[config.mk]
export PLATFORM = sky130hd
export DESIGN_NAME = bank_steer
export DESIGN_NICKNAME = d
export VERILOG_FILES = /design/src/rtl/bank_steer_pkg.sv /design/src/rtl/bsel_len_dec.sv /design/src/rtl/bsel_seq.sv /design/src/rtl/bank_steer.sv
export SDC_FILE = /design/constraint.sdc
export NUM_CORES = 1
export LEC_CHECK = 0
export ABC_AREA = 1
export BUFFER_PORTS_ARGS = -buffer_cell sky130_fd_sc_hd__buf_4
export CAP_MARGIN = 25
export CORE_AREA = 2 2 39 41
export CTS_BUF_LIST = sky130_fd_sc_hd__clkbuf_16
export CTS_CLUSTER_SIZE = 14
export DETAILED_ROUTE_END_ITERATION = 6
export DIE_AREA = 0 0 41 43
export PLACE_DENSITY = 0.61
export SLEW_MARGIN = 25
export SYNTH_ARGS = -nofsm -noshare
export SYNTH_HDL_FRONTEND = slang
export SYNTH_SLANG_ARGS = --single-unit
[constraint.sdc]
create_clock -name clk -period 1.4 [get_ports clk]
set_clock_uncertainty 0.2 [all_clocks]
set_input_delay 0.28 -clock clk [delete_from_list [all_inputs] [get_ports clk]]
set_output_delay 0.28 -clock clk [all_outputs]
set_load 0.01 [all_outputs]
[src/rtl/bank_steer_pkg.sv]
package bank_steer_pkg;

    // Encoding of the bank-select output.
    typedef enum logic {
        BANK_CODE = 1'b0,
        BANK_DATA = 1'b1
    } bank_e;

endpackage

[src/rtl/bsel_len_dec.sv]
// Opcode length decoder: 3 for the absolute-address forms and the subroutine
// call, 2 for everything else, including undefined opcodes.
module bsel_len_dec #(
    parameter int OPC_W = 8,
    parameter int LEN_W = 2
) (
    input  logic [OPC_W-1:0] opc,
    output logic [LEN_W-1:0] len
);
    localparam int NIB_W = OPC_W / 2;

    logic [NIB_W-1:0] lo_nib;
    logic [NIB_W-1:0] hi_nib;
    logic             col_c_abs;
    logic             is_long;

    assign lo_nib = opc[NIB_W-1:0];
    assign hi_nib = opc[OPC_W-1:NIB_W];

    always_comb begin
        // Column C: even rows other than row 0, plus the indexed load at 0xBC.
        col_c_abs = (!hi_nib[0] && (hi_nib != '0)) || (opc == OPC_W'(8'hBC));
        is_long   = 1'b0;
        unique case (lo_nib)
            NIB_W'(4'hD): is_long = 1'b1;
            NIB_W'(4'hE): is_long = (opc != OPC_W'(8'h9E));
            NIB_W'(4'h9): is_long = hi_nib[0];
            NIB_W'(4'hC): is_long = col_c_abs;
            NIB_W'(4'h0): is_long = (opc == OPC_W'(8'h20));
            default:      is_long = 1'b0;
        endcase
        len = is_long ? LEN_W'(3) : LEN_W'(2);
    end

endmodule

[src/rtl/bsel_seq.sv]
// Read-counting sequencer: picks the bank for each valid bus cycle.
module bsel_seq
    import bank_steer_pkg::*;
#(
    parameter int LEN_W = 2,
    parameter int CNT_W = 2,
    parameter int MAX_LEN = 3
) (
    input  logic             clk,
    input  logic             rst_n,
    input  logic             cyc_vld,
    input  logic             sync,
    input  logic             rw,
    input  logic [LEN_W-1:0] op_len,
    output bank_e            bank_q,
    output logic [LEN_W-1:0] len_q,
    output logic [CNT_W-1:0] pend_q
);
    typedef struct packed {
        logic             boot;
        bank_e            bank;
        logic [LEN_W-1:0] len;
        logic [CNT_W-1:0] pend;
    } seq_st_t;

    seq_st_t st_d, st_q;

    always_comb begin
        st_d = st_q;
        if (cyc_vld) begin
            if (sync) begin
                st_d.boot = 1'b0;
                st_d.bank = BANK_CODE;
                st_d.len  = op_len;
                st_d.pend = CNT_W'(op_len - LEN_W'(1));
            end else if (st_q.boot) begin
                st_d.bank = BANK_CODE;
            end else if (rw && (st_q.pend != '0)) begin
                st_d.bank = BANK_CODE;
                st_d.pend = st_q.pend - CNT_W'(1);
            end else begin
                st_d.bank = BANK_DATA;
            end
        end
    end

    always_ff @(posedge clk) begin
        if (!rst_n) begin
            st_q <= '{boot: 1'b1, bank: BANK_CODE, len: '0, pend: '0};
        end else begin
            st_q <= st_d;
        end
    end

    assign bank_q = st_q.bank;
    assign len_q  = st_q.len;
    assign pend_q = st_q.pend;


    sync_code_chk: assert property (@(posedge clk) disable iff (!rst_n)
        cyc_vld && sync |=> (bank_q == BANK_CODE) && !st_q.boot);


    wr_data_chk: assert property (@(posedge clk) disable iff (!rst_n)
        cyc_vld && !sync && !rw && !st_q.boot |=> bank_q == BANK_DATA);


    wr_keep_cnt_chk: assert property (@(posedge clk) disable iff (!rst_n)
        cyc_vld && !sync && !rw |=> $stable(pend_q));


    rd_data_chk: assert property (@(posedge clk) disable iff (!rst_n)
        cyc_vld && !sync && rw && !st_q.boot && (pend_q == '0) |=> bank_q == BANK_DATA);


    idle_hold_chk: assert property (@(posedge clk) disable iff (!rst_n)
        !cyc_vld |=> $stable(bank_q) && $stable(len_q) && $stable(pend_q));


    always_comb begin
        if (rst_n) begin
            pend_bound_chk: assert (int'(pend_q) < MAX_LEN);
        end
    end

endmodule

[src/rtl/bank_steer.sv]
// Top: steers opcode and operand fetches to code space, the rest to data space.
module bank_steer #(
    parameter int DATA_W = 8,
    parameter int LEN_W = 2,
    parameter int MAX_LEN = 3,
    localparam int CNT_W = $clog2(MAX_LEN)
) (
    input  logic              clk,
    input  logic              rst_n,
    input  logic              cyc_vld,
    input  logic              sync,
    input  logic              rw,
    input  logic [DATA_W-1:0] bus_d,
    output logic              bank_sel,
    output logic [LEN_W-1:0]  dbg_len
);
    import bank_steer_pkg::*;

    logic [LEN_W-1:0] op_len;
    bank_e            bank_q;
    logic [CNT_W-1:0] pend_q;

    bsel_len_dec #(
        .OPC_W (DATA_W),
        .LEN_W (LEN_W)
    ) u_len (
        .opc (bus_d),
        .len (op_len)
    );

    bsel_seq #(
        .LEN_W   (LEN_W),
        .CNT_W   (CNT_W),
        .MAX_LEN (MAX_LEN)
    ) u_seq (
        .clk     (clk),
        .rst_n   (rst_n),
        .cyc_vld (cyc_vld),
        .sync    (sync),
        .rw      (rw),
        .op_len  (op_len),
        .bank_q  (bank_q),
        .len_q   (dbg_len),
        .pend_q  (pend_q)
    );

    assign bank_sel = bank_q;


    resync_chk: assert property (@(posedge clk) disable iff (!rst_n)
        cyc_vld && sync |=> int'(pend_q) == int'(dbg_len) - 1);

endmodule

==> run_results.csv <==
group,metric,value,unit
drt,vias,400,
hold_path,hold_class,"input port to flop",
cts,cts_hold_buf,0,
layout,finalNetCount,90,
timing,hold_violations,0,
floorplan,die_w,41,microns
layout,final_cell_mix,"nand2_1, buf_4, inv_1",
hold_path,hold_start,"rst_n",
setup_path,cp.arrival,1.16,ns
cts,root_buffer,"clkbuf_16",
cts,htreeDepth,1,
synth,synth.ff_latch_count,6,
global_route,grt_max_degree,7,
synth,yosysTopAreaCell,"dfxtp_1",
power,cellLeakagePower,0.312,nW
layout,regArea,120,sq um
hold_path,hold_path_end,"u_seq.st_q[5]$_SDFFE_PN1P_",
placement,gp_congestion,0.645,
floorplan,fp.coreArea,1380,sq um
cts,clock_sinks,6,
synth,yosys_warnings,0,
placement,pre_cts_ws,0.0661,ns
timing,rsz0062_at_grt,"false",
hold_path,holdPathStages,2,
setup_path,worstSetupPathType,"flop to flop",
floorplan,start_util,26.9,%
placement,post-place-cells,88,
synth,synth_area_per_cell,6.32,sq um
timing,max-slew-margin-rel,84.2,%
outcome,outcome,"complete, no violations",
timing,final.setup.worst_slack,0.168,ns
drt,drt_iter0_drc,2,
synth,synth.distinct_cells,17,
timing,worst_pin_slew,0.234,ns
drt,drc,0,
cts,cts_resized,0,
cts,cts_tree,"yes",
cts,cts_buffers,3,
layout,area_delta_synth_final,51.7,%
global_route,grt_pass1_vias,369,
power,vdd_drop_max,0.456,mV
synth,netlist_area,373,sq um
layout,drive_above_1_share,38.7,%
drt,wl_per_cell,8.64,microns
timing,final-max-slew-violation-count,0,
synth,syn_inst,59,
placement,hpwl,635,microns
layout,final_common_cell,"nand2_1",
timing,fin_crit_sh,88.0,%
synth,yosys.area.top_type_share,32.2,%
global_route,grt_overflow_total,0,
synth,synth_area_leaders,"dfxtp_1, nand2_1, inv_1",
floorplan,io-pin-count,16,
setup_path,critPathMaxFanout,3,
power,cellPowerDensity,1330,nW/um^2
layout,fin_cells,91,
timing,max_freq,812,MHz
setup_path,critPathCaptureType,"flop",
setup_path,r2r-end,"u_seq.pend_q[0]$_SDFFE_PN0P_",
cts,cts_buffer_depth,2,
timing,finalSetupTns,0,ns
drt,drt-pass1-iter-count,2,
global_route,grt_usage,11.8,%
synth,yosysSeqAreaShare,32.2,%
setup_path,crit_required,1.33,ns
synth,synth_nets,72,
global_route,grt_pass1_wl,1.28,mm
cts,clk_latency,0.23,ns
timing,hold_slack,0.0562,ns
cts,post_cts_buffers,0,
cts,path_clk_slew,0.03,ns
setup_path,reg2reg_from,"u_seq.pend_q[0]$_SDFFE_PN0P_",
setup_path,ff2ff_path_depth,8,
drt,ant_nets,0,
timing,setup-violations-final,0,
layout,multiInputGateArea,198,sq um
global_route,antenna_found_initial,0,
drt,drt-total-wl,786,microns
layout,n_fill_cell,157,
flow_run,maxCapViolations,0,
setup_path,start_kind,"flop",
layout,antennaDiodeCount,0,
floorplan,die-area,1760,sq um
placement,portBuffers,15,
drt,via_per_inst,4.40,
timing,period_needed,1.23,ns
floorplan,fp-row-count,14,
setup_path,regToRegSetupSlack,0.17,ns
floorplan,die_h,43,microns
[critical path: stages, from the launching register on]
cell and delay, ns:
dfxtp_1 0.30, nor2_1 0.13, inv_1 0.06, o22ai_2 0.13, nor2_1 0.06, nand2_1 0.09
nand3_2 0.07, nand2_1 0.05, inv_1 0.03
[Yosys cell counts, drive strengths merged]
library cell / number
nor2: 9
nand2: 22
buf: 2
o21ai: 3
dfxtp: 6
o22ai: 1
a21oi: 2
nand3b: 1
a31oi: 1
nand3: 2
inv: 10
[state kept, by name, summed over array words and instances, names as in the netlist]
name,cells
u_seq.st_q,1
u_seq.pend_q,2
u_seq.bank_q,1
u_seq.len_q,2
[where the power goes]
| part | total, W | internal, W | leakage (nW) | switching [W] |
|---|---|---|---|---|
| clock | 0.000460 | 0.000366 | 0.0370 | 0.0000938 |
| combinational | 0.000105 | 0.0000527 | 0.226 | 0.0000523 |
| sequential | 0.000189 | 0.000184 | 0.0494 | 0.00000581 |
[per-layer routing]
metal  vias up  wire length (microns)  global-route usage [%]
met5         -                      0                       0
met4         0                     41                    14.0
met3         4                     65                    4.71
met2        18                    399                    18.4
met1       167                    280                    9.32
li1        211                      -                       -
[worst max-delay path by stage]
| stage | start | to | slack, ns | cells past startpoint |
|---|---|---|---|---|
| finish | u_seq.pend_q[0]$_SDFFE_PN0P_ | u_seq.pend_q[0]$_SDFFE_PN0P_ | 0.17 | 8 |
| floorplan | u_seq.pend_q[0]$_SDFFE_PN0P_ | u_seq.pend_q[0]$_SDFFE_PN0P_ | 0.25 | 8 |
| global route | u_seq.pend_q[0]$_SDFFE_PN0P_ | u_seq.pend_q[0]$_SDFFE_PN0P_ | 0.07 | 8 |
| CTS | u_seq.pend_q[0]$_SDFFE_PN0P_ | u_seq.pend_q[0]$_SDFFE_PN0P_ | 0.16 | 8 |
| detailed placement | sync | u_seq.pend_q[0]$_SDFFE_PN0P_ | 0.07 | 9 |
| global placement | bus_d[6] | u_seq.pend_q[1]$_SDFFE_PN0P_ | 0.07 | 11 |
[through the flow]
step	instance area (sq um)	util, %	power [W]
6_report	566	40.9	0.000754
5_1_grt	566	40.9	0.000787
4_1_cts	566	40.9	0.000766
3_5_place_dp	490	35.4	0.000298
3_3_place_gp	490	35.4	0.000295
2_1_floorplan	373	-	0.000254
[logic make-up after synthesis]
logic type / synth area share (%)
compound gates: 11.7
buf+inv: 14.8
flops: 32.2
simple gates: 41.3
[cell type report]
cell class	count	share of cell area (%)
Clock buffer	3	13.3
Inverter	10	7.08
Multi-Input combinational cell	41	35.0
Sequential cell	6	21.2
Tap cell	16	3.54
Timing Repair Buffer	15	19.9
(Power assumes the default switching activity.)
